==> src/rtl/vseq_pkg.sv <==
package vseq_pkg;

    typedef enum logic [1:0] {
        SQ_IDLE = 2'd0,
        SQ_PREP = 2'd1,
        SQ_RUN  = 2'd2
    } sq_state_e;

    // Outcome of one run cycle, decided combinationally
    typedef struct packed {
        logic pause;
        logic fault;
        logic finish;
        logic step_on;
    } sq_decision_t;

    function automatic sq_decision_t decide(
        input logic run,
        input logic irq,
        input logic ovf,
        input logic active,
        input logic ready,
        input logic last,
        input logic dst_vec
    );
        sq_decision_t d;
        logic moving;
        moving    = run & ~irq & ~ovf & (~active | ready);
        d.pause   = run & irq;
        d.fault   = run & ~irq & ovf;
        d.finish  = moving & (last | ~dst_vec);
        d.step_on = moving & ~(last | ~dst_vec);
        return d;
    endfunction

endpackage

==> src/rtl/vseq_opnd_ctr.sv <==
module vseq_opnd_ctr #(
    parameter int IDX_W  = 8,
    parameter int STEP_W = 6
) (
    input  logic              clk,
    input  logic              rst,
    input  logic              load_i,
    input  logic              adv_i,
    input  logic              vec_i,
    input  logic [STEP_W-1:0] step_i,
    output logic [IDX_W-1:0]  idx_o
);
    always_ff @(posedge clk) begin
        if (rst) begin
            idx_o <= '0;
        end else if (load_i) begin
            idx_o <= vec_i ? IDX_W'(step_i) : '0;
        end else if (adv_i && vec_i) begin
            idx_o <= idx_o + IDX_W'(1);
        end
    end
endmodule

==> src/rtl/vseq_step_ctrl.sv <==
module vseq_step_ctrl
    import vseq_pkg::*;
#(
    parameter int VL_MAX = 64,
    parameter int OPS    = 4
) (
    input  logic                         clk,
    input  logic                         rst,
    input  logic                         start_i,
    input  logic [$clog2(VL_MAX+1)-1:0]  vl_i,
    input  logic [OPS-1:0]               vec_i,
    input  logic [VL_MAX-1:0]            mask_i,
    input  logic [$clog2(VL_MAX)-1:0]    resume_i,
    input  logic                         irq_i,
    input  logic                         ovf_i,
    input  logic                         ready_i,
    output logic [$clog2(VL_MAX)-1:0]    step_o,
    output logic [OPS-1:0]               vec_o,
    output logic                         load_o,
    output logic                         adv_o,
    output logic                         valid_o,
    output logic                         run_o,
    output logic                         busy_o,
    output logic                         done_o,
    output logic                         illegal_o
);
    localparam int STEP_W = $clog2(VL_MAX);
    localparam int VL_W   = $clog2(VL_MAX + 1);

    sq_state_e          state_q;
    logic [STEP_W-1:0]  step_q;
    logic [VL_W-1:0]    vl_q;
    logic [OPS-1:0]     vec_q;
    logic [VL_MAX-1:0]  mask_q;
    logic               done_q;
    logic               ill_q;
    logic               active;
    logic               last;
    logic               empty;
    sq_decision_t       dec;

    assign run_o  = (state_q == SQ_RUN);
    assign active = mask_q[step_q];
    assign last   = (VL_W'(step_q) + VL_W'(1)) == vl_q;
    assign empty  = VL_W'(step_q) >= vl_q;
    assign dec    = decide(run_o, irq_i, ovf_i, active, ready_i, last, vec_q[0]);

    assign valid_o   = run_o & ~irq_i & ~ovf_i & active;
    assign load_o    = (state_q == SQ_PREP);
    assign adv_o     = dec.step_on;
    assign busy_o    = (state_q != SQ_IDLE);
    assign step_o    = step_q;
    assign vec_o     = vec_q;
    assign done_o    = done_q;
    assign illegal_o = ill_q;

    always_ff @(posedge clk) begin
        if (rst) begin
            state_q <= SQ_IDLE;
            step_q  <= '0;
            vl_q    <= '0;
            vec_q   <= '0;
            mask_q  <= '0;
            done_q  <= 1'b0;
            ill_q   <= 1'b0;
        end else begin
            done_q <= 1'b0;
            ill_q  <= 1'b0;
            case (state_q)
                SQ_IDLE: begin
                    if (start_i) begin
                        vl_q    <= vl_i;
                        vec_q   <= vec_i;
                        mask_q  <= mask_i;
                        step_q  <= resume_i;
                        state_q <= SQ_PREP;
                    end
                end
                SQ_PREP: begin
                    if (empty) begin
                        done_q  <= 1'b1;
                        step_q  <= '0;
                        state_q <= SQ_IDLE;
                    end else begin
                        state_q <= SQ_RUN;
                    end
                end
                SQ_RUN: begin
                    if (dec.pause) begin
                        state_q <= SQ_IDLE;
                    end else if (dec.fault) begin
                        ill_q   <= 1'b1;
                        state_q <= SQ_IDLE;
                    end else if (dec.finish) begin
                        done_q  <= 1'b1;
                        step_q  <= '0;
                        state_q <= SQ_IDLE;
                    end else if (dec.step_on) begin
                        step_q <= step_q + STEP_W'(1);
                    end
                end
                default: state_q <= SQ_IDLE;
            endcase
        end
    end
endmodule

==> src/rtl/vec_elem_seq.sv <==
module vec_elem_seq #(
    parameter int VL_MAX = 64,
    parameter int OPS    = 4,
    parameter int IDX_W  = 8
) (
    input  logic                         clk,
    input  logic                         rst,
    input  logic                         start_i,
    input  logic [$clog2(VL_MAX+1)-1:0]  vl_i,
    input  logic [OPS-1:0]               vec_i,
    input  logic [VL_MAX-1:0]            mask_i,
    input  logic [$clog2(VL_MAX)-1:0]    resume_i,
    input  logic                         irq_i,
    output logic [OPS*IDX_W-1:0]         rm_idx_o,
    input  logic [OPS*IDX_W-1:0]         rm_off_i,
    input  logic [OPS-1:0]               rm_ovf_i,
    output logic                         el_valid_o,
    input  logic                         el_ready_i,
    output logic [$clog2(VL_MAX)-1:0]    el_step_o,
    output logic [OPS*IDX_W-1:0]         el_off_o,
    output logic [$clog2(VL_MAX)-1:0]    srcstep_o,
    output logic                         busy_o,
    output logic                         done_o,
    output logic                         illegal_o
);
    localparam int STEP_W = $clog2(VL_MAX);

    logic [STEP_W-1:0] seq_step;
    logic [OPS-1:0]    seq_vec;
    logic              seq_load;
    logic              seq_adv;
    logic              seq_run;

    vseq_step_ctrl #(.VL_MAX(VL_MAX), .OPS(OPS)) ctrl_i (
        .clk       (clk),
        .rst       (rst),
        .start_i   (start_i),
        .vl_i      (vl_i),
        .vec_i     (vec_i),
        .mask_i    (mask_i),
        .resume_i  (resume_i),
        .irq_i     (irq_i),
        .ovf_i     (|rm_ovf_i),
        .ready_i   (el_ready_i),
        .step_o    (seq_step),
        .vec_o     (seq_vec),
        .load_o    (seq_load),
        .adv_o     (seq_adv),
        .valid_o   (el_valid_o),
        .run_o     (seq_run),
        .busy_o    (busy_o),
        .done_o    (done_o),
        .illegal_o (illegal_o)
    );

    for (genvar k = 0; k < OPS; k++) begin : g_lane
        vseq_opnd_ctr #(.IDX_W(IDX_W), .STEP_W(STEP_W)) ctr_i (
            .clk    (clk),
            .rst    (rst),
            .load_i (seq_load),
            .adv_i  (seq_adv),
            .vec_i  (seq_vec[k]),
            .step_i (seq_step),
            .idx_o  (rm_idx_o[k*IDX_W +: IDX_W])
        );
    end

    assign el_off_o  = rm_off_i;
    assign el_step_o = seq_step;
    assign srcstep_o = seq_step;
endmodule

==> config.mk <==
export PLATFORM = sky130hd
export DESIGN_NAME = vec_elem_seq
export DESIGN_NICKNAME = d
export VERILOG_FILES = /design/src/rtl/vseq_pkg.sv /design/src/rtl/vseq_opnd_ctr.sv /design/src/rtl/vseq_step_ctrl.sv /design/src/rtl/vec_elem_seq.sv
export SDC_FILE = /design/constraint.sdc
export NUM_CORES = 1
export LEC_CHECK = 0
export ABC_AREA = 1
export BUFFER_PORTS_ARGS = -buffer_cell sky130_fd_sc_hd__buf_2
export CAP_MARGIN = 0
export CORE_MARGIN = 4
export CORE_UTILIZATION = 52
export DETAILED_ROUTE_END_ITERATION = 16
export GPL_ROUTABILITY_DRIVEN = 0
export PLACE_DENSITY = 0.89
export SKIP_LAST_GASP = 1
export SYNTH_ARGS = -nofsm -noshare
export SYNTH_HDL_FRONTEND = slang
export SYNTH_SLANG_ARGS = --single-unit
export TNS_END_PERCENT = 1
==> constraint.sdc <==
create_clock -name clk -period 3.1 [get_ports clk]
set_input_delay 0.62 -clock clk [delete_from_list [all_inputs] [get_ports clk]]
set_output_delay 0.62 -clock clk [all_outputs]
set_load 0.02 [all_outputs]
==> qor.csv, run 1 <==
stage,metric,value,unit
synthesis,synth_top_cells_by_area,"dfxtp_1, nand2_1, nor2_1",
critical_path,max_stage_delay,550,ps
synthesis,synth_edf_count,0,
layout,drive_above_1_share,19.1,%
pwr,power_density,674,nW/um^2
global_routing,antenna_found_initial,0,
critical_path,cp_top_family,buffers and inverters,
layout,diodes,0,
pwr,p_clk_share,37.4,%
drt,drc,0,
synthesis,synth-seq-area-share,36.9,%
cts,cts_root_buf,clkbuf_16,
run,cap_violations,0,
die,placementRows,40,
cts,htree_levels,4,
critical_path,endpoint_kind,output port,
critical_path,cp_cell_sequence,clkinvlp_4 -> nand3_1 -> nand3_1 -> nand2_1 -> nand2_1 -> nand3_1 -> nand3_2 -> a21oi_1 -> buf_2,
synthesis,ys_types,37,
die,dieHeight,119,um
pwr,p_int,0.00319,W
sta,hold_violations,0,
critical_path,cp_data_required_time,2480,ps
layout,layout_commonest_cell,nand2_1,
critical_path,path_buf_inv,2,
drt,dr.pass1.iters,5,
die,initial_core_util,52.9,%
layout,final_cells,1191,
drt,viasPerCell,5.50,
sta,max_freq,0.336,GHz
sta,setup_viol,0,
sta,grt_setup_unrepaired,false,
critical_path,cpMaxStageDelayCell,dfxtp_1,
cts,insertion_delay,410,ps
pwr,p_sw,0.00174,W
global_routing,gr-total-overflow,0,
sta,skew,7.00,ps
drt,drtIter0Drc,655,
pwr,comb_power_share,26.6,%
cts,cts.sinks,117,
sta,slew_headroom,29.4,%
synthesis,syn_area_per_cell,6.66,sq um
sta,timing.setup.tns,0,ps
sta,drv_slew,0,
layout,synthToLayoutAreaGrowth,15.1,%
synthesis,yosys.area.top_type_share,36.9,%
layout,fin_nets,1169,
synthesis,synth-main-ff-cell,dfxtp_1,
critical_path,worstPathArrival,2360,ps
critical_path,worstPathMaxFanout,10,
die,die_area,14100,sq um
synthesis,ys_ff_latch,117,
pwr,irDropWorstVdd,0.000395,V
cts,cts.path.max_buffers,2,
die,die-width,119,um
sta,tightest_slew,1060,ps
synthesis,yosys.area.top_type,dfxtp_1,
die,core_area,12000,sq um
die,pin_count,202,
placed_design,portBuffers,137,
drt,wl_per_cell,14.6,um
critical_path,criticalPathCategory,reg -> out,
global_routing,grt_max_degree,87,
drt,routed_wl,17300,um
worst_hold_path,hold_path.class,in -> reg,
cts,cts_tree,yes,
drt,postRouteAntennaNets,0,
drt,vias,6552,
critical_path,crit_top_cell,nand3_1,
placed_design,hpwl,11900,um
layout,final_area,7320,sq um
cts,cts_buffers,17,
pwr,netSwitchingFraction,35.3,%
layout,mostFrequentLayoutCells,"nand2_1, nor2_1, buf_2",
placed_design,placed_cell_area,6740,sq um
synthesis,ys_warn_count,0,
outcome,status,finished clean,
pwr,power.leakage,3.36,nW
synthesis,syn-num-nets,1091,
sta,period_share,96.1,%
sta,fin_crit,2980,ps
cts,cts.clk_slew.worst_paths,60,ps
synthesis,synth_cells,954,
pwr,seqPwrFrac,36.1,%
global_routing,grt_util_all_layers,24.1,%
synthesis,synth_async_sr_flop_share,0,%
global_routing,grt_pass1_vias,5978,
synthesis,synth_area,6360,sq um
placed_design,dp.cells,1158,
critical_path,worst_setup_path_start_kind,flip-flop,
global_routing,grt_pass1_wl,28000,um
worst paths after layout:
| path | start | end | slack, ps | cells past startpoint |
|---|---|---|---|---|
| worst max-delay path | ctrl_i.step_o[1]$_SDFFE_PP0P_ | el_valid_o | 120 | 9 |
| worst min-delay path | mask_i[50] | ctrl_i.mask_q[50]$_SDFFE_PP0P_ | 450 | 3 |
| worst max register to register | ctrl_i.step_o[1]$_SDFFE_PP0P_ | g_lane[3].ctr_i.idx_o[1]$_SDFFE_PP0P_ | 420 | 13 |
| worst min register to register | ctrl_i.mask_q[23]$_SDFFE_PP0P_ | ctrl_i.mask_q[23]$_SDFFE_PP0P_ | 480 | 2 |
metrics by stage:
step / hold slack (ps) / setup slack [ps] / power [W] / util, %
after floorplan: 455 / 623 / 0.00283 / -
after global placement: 462 / 559 / 0.00304 / 56.1
after detailed placement: 471 / 438 / 0.00307 / 56.1
after CTS: 452 / 134 / 0.00490 / 60.7
after global routing: 467 / 15.7 / 0.00518 / 60.9
final: 453 / 121 / 0.00493 / 60.9
sequential cells by signal, summed over array words and instances (netlist names):
signal	flops
ctrl_i.step_o	6
ctrl_i.mask_q	64
ctrl_i.done_o	1
ctrl_i.vl_q	7
ctrl_i.state_q	2
ctrl_i.illegal_o	1
ctrl_i.vec_o	4
g_lane.ctr_i.idx_o	32
cell type report:
class | count | area (sq um)
Multi-Input combinational cell | 693 | 3250
Inverter | 54 | 208
Timing Repair Buffer | 148 | 772
Tap cell | 147 | 184
Sequential cell | 117 | 2340
Timing Repair inverter | 1 | 7.51
Clock inverter | 14 | 129
Clock buffer | 17 | 425
Fill cell | 1109 | 4700
Yosys cell counts, types with 2 or more instances:
| master | instances |
|---|---|
| nand2_1 | 192 |
| nor2_1 | 187 |
| dfxtp_1 | 117 |
| nand3_1 | 98 |
| o21ai_0 | 96 |
| inv_1 | 49 |
| a21oi_1 | 46 |
| buf_4 | 44 |
| clkbuf_1 | 31 |
| ha_1 | 15 |
| o22ai_1 | 13 |
| xor2_1 | 9 |
| buf_2 | 7 |
| nand4_1 | 5 |
| and3_1 | 4 |
| buf_6 | 4 |
| nand3_2 | 4 |
| nor3_1 | 4 |
| inv_2 | 3 |
| a211oi_1 | 2 |
| buf_1 | 2 |
| buf_8 | 2 |
| nand2_2 | 2 |
| nand2_4 | 2 |
| nor4_1 | 2 |
| o21ai_1 | 2 |
| or2_2 | 2 |
power groups by stage:
| stage | combinational [W] | sequential [W] | clock (W) |
|---|---|---|---|
| floorplan | 0.00102 | 0.00181 | 0 |
| global placement | 0.00124 | 0.00180 | 0 |
| detailed placement | 0.00127 | 0.00180 | 0 |
| CTS | 0.00129 | 0.00177 | 0.00185 |
| global route | 0.00146 | 0.00180 | 0.00193 |
| finish | 0.00131 | 0.00178 | 0.00184 |
worst reg2reg max path: stages, from the launching register on:
cell,delay (ps)
dfxtp_1,550
ha_1,280
nand3_1,140
xor2_1,250
xor2_1,160
nor2_1,60
nand3_1,60
nand2_1,80
inv_2,120
nand3_4,110
nand2_4,300
nand2_1,250
nand2_1,130
a21oi_1,60
metal layers:
layer,GRT usage [%],vias to the layer above,share of wire [%]
li1,-,3231,-
met1,30.7,2907,41
met2,39.0,347,47
met3,5.50,67,8.9
met4,10.6,0,3.5
met5,0,-,0
repair_timing:
item,in CTS,in global routing
endpoints found under the setup margin,0,1
gates resized for setup,0,3
setup buffers,0,1
hold buffers,0,0
kinds of logic after synthesis:
logic type | share of synthesized area, %
flip-flops | 36.9
buffers and inverters | 12.1
adder cells (fa/ha/maj) | 2.95
AND/OR/NAND/NOR | 33.3
XOR/XNOR | 1.38
AO/OA/AOI/OAI | 13.5
Note: power is estimated with default switching activity, not from simulation.
==> run 2: changes to the inputs <==
==> constraint.sdc (replaced) <==
create_clock -name clk -period 3.1 [get_ports clk]
set_input_delay 0.465 -clock clk [delete_from_list [all_inputs] [get_ports clk]]
set_output_delay 0.465 -clock clk [all_outputs]
set_load 0.02 [all_outputs]
==> run 2 against run 1 <==
  * Sequential power barely moved
  * Sequential share of layout area rose by 0.19 points
  * Global-route usage shrank 0.21 points
  * Cell area decreased by 0.58%
  * First-iteration DRC count rose by 5.8%
  * Clock power down 4%
  * Critical path type unchanged
  * Critical endpoint unchanged
==> qor.csv, run 2 (synthesis gave the netlist of run 1 again) <==
stage,metric,value,unit,change
critical_path,worst_setup_path_start_kind,flip-flop,,
sta,skew,9.13,ps,+2.13 ps
sta,drv_slew,0,,unchanged
placed_design,placed_cell_area,6740,sq um,unchanged
drt,wl_per_cell,14.2,um,-2.4%
drt,viasPerCell,5.41,,-1.7%
critical_path,cp_data_required_time,2630,ps,+150 ps
global_routing,gr-total-overflow,0,,unchanged
pwr,power.leakage,3.33,nW,-0.63%
layout,reg_top3,"ctrl_i.mask_q: 64 flops, g_lane.ctr_i.idx_o: 32 flops, ctrl_i.vl_q: 7 flops",,
die,pin_count,202,,unchanged
sta,timing.setup.tns,0,ps,unchanged
sta,setup_viol,0,,unchanged
die,initial_core_util,52.9,%,unchanged
global_routing,grt_util_all_layers,23.9,%,-0.21 points
die,dieHeight,119,um,unchanged
cts,cts_tree,yes,,
pwr,irDropWorstVdd,0.000421,V,+6.7%
cts,cts_root_buf,clkbuf_16,,
cts,hold_buffers,0,,unchanged
pwr,netSwitchingFraction,35.7,%,+0.38 points
cts,cts_buffers,17,,unchanged
sta,period_share,93.8,%,-2.3 points
layout,layout_commonest_cell,nand2_1,,
placed_design,pre_cts_slack,542,ps,+104 ps
pwr,p_int,0.00311,W,-2.6%
worst_hold_path,hold_path.class,in -> reg,,
drt,drtIter0Drc,693,,+5.8%
drt,routed_wl,16900,um,-2.5%
cts,cts_setup_buffers,0,,unchanged
layout,top_register,ctrl_i.mask_q,,
layout,fin_nets,1167,,-0.17%
die,placementRows,40,,unchanged
layout,final_area,7270,sq um,-0.58%
global_routing,grt_pass1_vias,5908,,-1.2%
pwr,p_sw,0.00173,W,-0.99%
critical_path,worstPathMaxFanout,34,,+24
critical_path,cp_cell_sequence,inv_2 -> buf_4 -> nand2_1 -> nand3_1 -> nand3_1 -> nand2_1 -> nand2_1 -> nand3_1 -> nand3_2 -> a21oi_1 -> buf_2,,
drt,drc,0,,unchanged
critical_path,cpMaxStageDelayCell,buf_4,,
cts,cts.path.max_buffers,2,,unchanged
drt,postRouteAntennaNets,0,,unchanged
pwr,p_clk_share,36.6,%,-0.8 points
drt,dr.pass1.iters,7,,+2
pwr,comb_power_share,26.9,%,+0.3 points
cts,htree_levels,4,,unchanged
sta,grt_setup_unrepaired,false,,
placed_design,hpwl,11500,um,-3.3%
critical_path,worstPathArrival,2440,ps,+80 ps
layout,mostFrequentLayoutCells,"nand2_1, nor2_1, buf_2",,
sta,max_freq,0.344,GHz,+2.5%
sta,tightest_slew,1080,ps,+23.7 ps
cts,post_cts_resized,0,,unchanged
critical_path,max_stage_delay,390,ps,-160 ps
pwr,finalPower,0.00483,W,-2.0%
global_routing,grt_pass1_wl,27700,um,-1.2%
critical_path,endpoint_kind,output port,,
die,die-width,119,um,unchanged
outcome,status,finished clean,,
sta,hold_violations,0,,unchanged
layout,drive_above_1_share,18.8,%,-0.27 points
sta,fin_crit,2910,ps,-71.8 ps
sta,slew_headroom,27.7,%,-1.7 points
cts,cts.sinks,117,,unchanged
drt,vias,6434,,-1.8%
pwr,power_density,665,nW/um^2,-1.5%
cts,cts.clk_slew.worst_paths,60,ps,about the same
die,core_area,12000,sq um,unchanged
global_routing,grt_max_degree,87,,unchanged
placed_design,portBuffers,137,,unchanged
layout,diodes,0,,unchanged
cts,insertion_delay,420,ps,about the same
critical_path,criticalPathCategory,reg -> out,,
global_routing,antenna_found_initial,0,,unchanged
layout,synthToLayoutAreaGrowth,14.4,%,
layout,largest_register_ffs,64,,unchanged
pwr,seqPwrFrac,36.5,%,+0.4 points
run,cap_violations,0,,unchanged
sta,fin_ws,193,ps,+71.8 ps
die,die_area,14100,sq um,unchanged
## run 2: changes by cell type in the layout (fill, tap and decap cells not counted), sizes merged
cell    previous run  this run
bufinv             1         0
buf              148       147
inv               54        55
clkbuf            17        18
clkinv             9         8
## run 2: layer usage
metal  vias up  GRT usage (%)  share of wire [%]  wire length, um
li1       3228              -                  -                -
met1      2866           31.0                 42             7180
met2       300           37.6                 46             7850
met3        40           6.41                8.7             1470
met4         0           9.78                2.4              410
met5         -              0                  0                0
## run 2: layout make-up
cell class,count,area [sq um]
clock buffers,18,429
inverters,54,204
repair buffers,147,761
flip-flops and latches,117,2340
well taps,147,184
fillers,1082,4740
multi-input cells,693,3250
clock inverters,14,105
## run 2: power by group through the flow
stage / clock network (W) / registers [W] / logic, W
2_1_floorplan: 0 / 0.00181 / 0.00102
3_3_place_gp: 0 / 0.00179 / 0.00127
3_5_place_dp: 0 / 0.00179 / 0.00128
4_1_cts: 0.00178 / 0.00176 / 0.00129
5_1_grt: 0.00186 / 0.00178 / 0.00147
6_report: 0.00177 / 0.00177 / 0.00130
## run 2: critical path, delay by kind of cell (launching register included)
kind                   cells  cell delay (ps)
and+or+nand+nor            7              700
DFF                        1              340
AOI/OAI and AO/OA          1              210
buffers and inverters      3              750
## run 2: metrics by stage
| stage | hold slack, ps | utilization [%] | instances |
|---|---|---|---|
| floorplan | 455 | - | 954 |
| global placement | 463 | 56.1 | 1158 |
| detailed placement | 471 | 56.1 | 1158 |
| CTS | 284 | 60.6 | 1190 |
| global route | 309 | 60.6 | 1190 |
| finish | 293 | 60.6 | 1190 |
## run 2: worst paths after layout
path / from / to / slack [ps] / depth (start not counted)
max reg2reg: ctrl_i.step_o[0]$_SDFFE_PP0P_ / g_lane[1].ctr_i.idx_o[4]$_SDFFE_PP0P_ / 430 / 16
min reg2reg: ctrl_i.mask_q[56]$_SDFFE_PP0P_ / ctrl_i.mask_q[56]$_SDFFE_PP0P_ / 480 / 2
min: mask_i[47] / ctrl_i.mask_q[47]$_SDFFE_PP0P_ / 290 / 3
max: ctrl_i.step_o[0]$_SDFFE_PP0P_ / el_valid_o / 190 / 11
==> run 3: changes to the inputs <==
--- a/config.mk
+++ b/config.mk
@@ -9,10 +9,10 @@
 export BUFFER_PORTS_ARGS = -buffer_cell sky130_fd_sc_hd__buf_2
 export CAP_MARGIN = 0
 export CORE_MARGIN = 4
-export CORE_UTILIZATION = 52
+export CORE_UTILIZATION = 42
 export DETAILED_ROUTE_END_ITERATION = 16
 export GPL_ROUTABILITY_DRIVEN = 0
-export PLACE_DENSITY = 0.89
+export PLACE_DENSITY = 0.76
 export SKIP_LAST_GASP = 1
 export SYNTH_ARGS = -nofsm -noshare
 export SYNTH_HDL_FRONTEND = slang
==> run 3 against run 2 <==
  * Count of clock-buffer cells in the layout is 2 higher
  * Core utilization shrank 10 points
  * Worst hold slack better by 5.9 ps
  * Largest power group is now clock
==> qor.csv, run 3 (synthesis gave the netlist of run 1 again) <==
stage,metric,value,unit,change
outcome,status,finished clean,,
cts,cts_root_buf,clkbuf_16,,
drt,viasPerCell,5.17,,-4.4%
drt,wl_per_cell,14.1,um,-0.78%
critical_path,worstPathMaxFanout,17,,-50%
drt,dr.pass1.iters,5,,-2
layout,fin_nets,1171,,+0.34%
layout,diodes,0,,unchanged
cts,cts_buffers,17,,unchanged
layout,multi_input_area,3250,sq um,unchanged
die,dieHeight,131,um,+11%
layout,synthToLayoutAreaGrowth,16.4,%,
pwr,power_density,674,nW/um^2,+1.5%
critical_path,criticalPathCategory,reg -> out,,
layout,mostFrequentLayoutCells,"nand2_1, nor2_1, buf_2",,
sta,setup_viol,0,,unchanged
placed_design,placed_cell_area,6820,sq um,+1.1%
layout,seqCellArea,2340,sq um,unchanged
worst_hold_path,worstHoldStart,mask_i[16],,
layout,reg_top3,"ctrl_i.mask_q: 64 flops, g_lane.ctr_i.idx_o: 32 flops, ctrl_i.vl_q: 7 flops",,
global_routing,antenna_found_initial,0,,unchanged
critical_path,endpoint_kind,output port,,
critical_path,r2r-start,ctrl_i.step_o[2]$_SDFFE_PP0P_,,
critical_path,path_buf_inv,2,,-1
cts,post_cts_resized,0,,unchanged
drt,drc,0,,unchanged
cts,cts.path.max_buffers,2,,unchanged
layout,fill_cells,1507,,+39%
cts,hold_buffers,0,,unchanged
sta,grt_setup_unrepaired,false,,
sta,fin_crit,2780,ps,-125 ps
die,die-width,131,um,+11%
critical_path,rrSetupSlack,560,ps,+130 ps
die,initial_core_util,43.2,%,-9.7 points
critical_path,cp_cell_sequence,inv_1 -> nand3_1 -> nand3_1 -> nand2_1 -> nand2_1 -> nand3_1 -> nand3_2 -> a21oi_1 -> buf_2,,
layout,top_register,ctrl_i.mask_q,,
drt,drtIter0Drc,430,,-38%
placed_design,pre_cts_slack,572,ps,+30.6 ps
layout,post-route-util,50.3,%,-10 points
critical_path,crit_start,ctrl_i.step_o[1]$_SDFFE_PP0P_,,
placed_design,hpwl,12200,um,+6.4%
sta,drv_slew,0,,unchanged
cts,htree_levels,4,,unchanged
sta,period_share,89.7,%,-4.0 points
layout,drive_above_1_share,19.0,%,+0.23 points
worst_hold_path,hold_path.class,in -> reg,,
cts,cts_setup_buffers,0,,unchanged
sta,hold_violations,0,,unchanged
cts,cts_tree,yes,,
global_routing,grt_max_degree,81,,-6.9%
critical_path,max_stage_delay,480,ps,+90 ps
cts,cts.sinks,117,,unchanged
die,pin_count,202,,unchanged
layout,layout_commonest_cell,nand2_1,,
sta,max_freq,0.360,GHz,+4.5%
layout,final_area,7400,sq um,+1.7%
critical_path,cp_data_required_time,2630,ps,about the same
die,die_area,17200,sq um,+22%
pwr,finalPower,0.00499,W,+3.2%
die,core_area,14700,sq um,+22%
cts,cts.clk_slew.worst_paths,50,ps,about the same
sta,slew_headroom,33.1,%,+5.3 points
pwr,power.leakage,3.38,nW,+1.3%
critical_path,worstPathArrival,2320,ps,-120 ps
critical_path,cpMaxStageDelayCell,dfxtp_1,,
sta,fin_ws,319,ps,+125 ps
drt,postRouteAntennaNets,0,,unchanged
global_routing,grt_util_all_layers,20.0,%,-3.9 points
critical_path,worst_setup_path_start_kind,flip-flop,,
global_routing,grt_pass1_wl,27300,um,-1.2%
die,placementRows,44,,+10%
drt,routed_wl,17300,um,+2.6%
critical_path,cp_top_family,simple AND/OR/NAND/NOR gates,,
placed_design,portBuffers,137,,unchanged
cts,insertion_delay,420,ps,about the same
critical_path,crit_top_cell,nand3_1,,
sta,tightest_slew,1000,ps,-78.5 ps
run,cap_violations,0,,unchanged
pwr,irDropWorstVdd,0.000447,V,+6.1%
layout,largest_register_ffs,64,,unchanged
global_routing,grt_pass1_vias,5721,,-3.2%
drt,vias,6359,,-1.2%
global_routing,gr-total-overflow,0,,unchanged
sta,skew,19.4,ps,+10.3 ps
sta,timing.setup.tns,0,ps,unchanged
run 3: cell types whose count changed in the layout (fill, tap and decap cells not counted):
cell and change:
clkinv_2 -1, inv_6 -1, clkinvlp_4 -1, bufinv_16 +2
clkbuf_8 +2, buf_4 +4, clkinv_4 -2
run 3: layer usage:
metal | global-route usage, % | share of wire (%)
met5 | 0 | 0
met4 | 7.02 | 1.6
met3 | 4.76 | 6.8
met2 | 32.6 | 47
met1 | 26.0 | 45
run 3: final timing paths:
kind,endpoint,depth (start not counted)
max reg2reg,g_lane[1].ctr_i.idx_o[1]$_SDFFE_PP0P_,16
max,el_valid_o,9
min reg2reg,ctrl_i.mask_q[5]$_SDFFE_PP0P_,2
min,ctrl_i.mask_q[16]$_SDFFE_PP0P_,3
run 3: report_power, final:
| group | total, W | switching [W] | leakage (nW) | internal [W] |
|---|---|---|---|---|
| Clock | 0.00192 | 0.000701 | 0.275 | 0.00122 |
| Combinational | 0.00129 | 0.000858 | 2.14 | 0.000431 |
| Sequential | 0.00178 | 0.000122 | 0.962 | 0.00166 |
| Total | 0.00499 | 0.00168 | 3.38 | 0.00331 |
run 3: area by class of cell:
cell class,count,area share (%)
clock buffer,20,6.17
timing repair buffer,151,10.7
inverter,54,2.76
sequential,117,31.7
multi-input combinational,693,43.9
tap,184,3.11
clock inverter,11,1.71
run 3: stage by stage:
step	hold WS [ps]	cells
2_1_floorplan	455	954
3_5_place_dp	471	1199
3_3_place_gp	461	1199
4_1_cts	291	1230
6_report	299	1230
5_1_grt	297	1230
run 3: worst register-to-register path, stage by stage, from the launching register on:
cell and delay, ps:
dfxtp_1 560, inv_1 290, nand2_1 120, nand2_1 70
inv_1 70, nand2_1 50, a21oi_1 110, o21ai_0 100
nor2_1 90, nand3_1 70, nand2_1 120, inv_2 80
nand3_4 100, nand2_4 200, nand2_1 260, nand2_1 80
a21oi_1 140
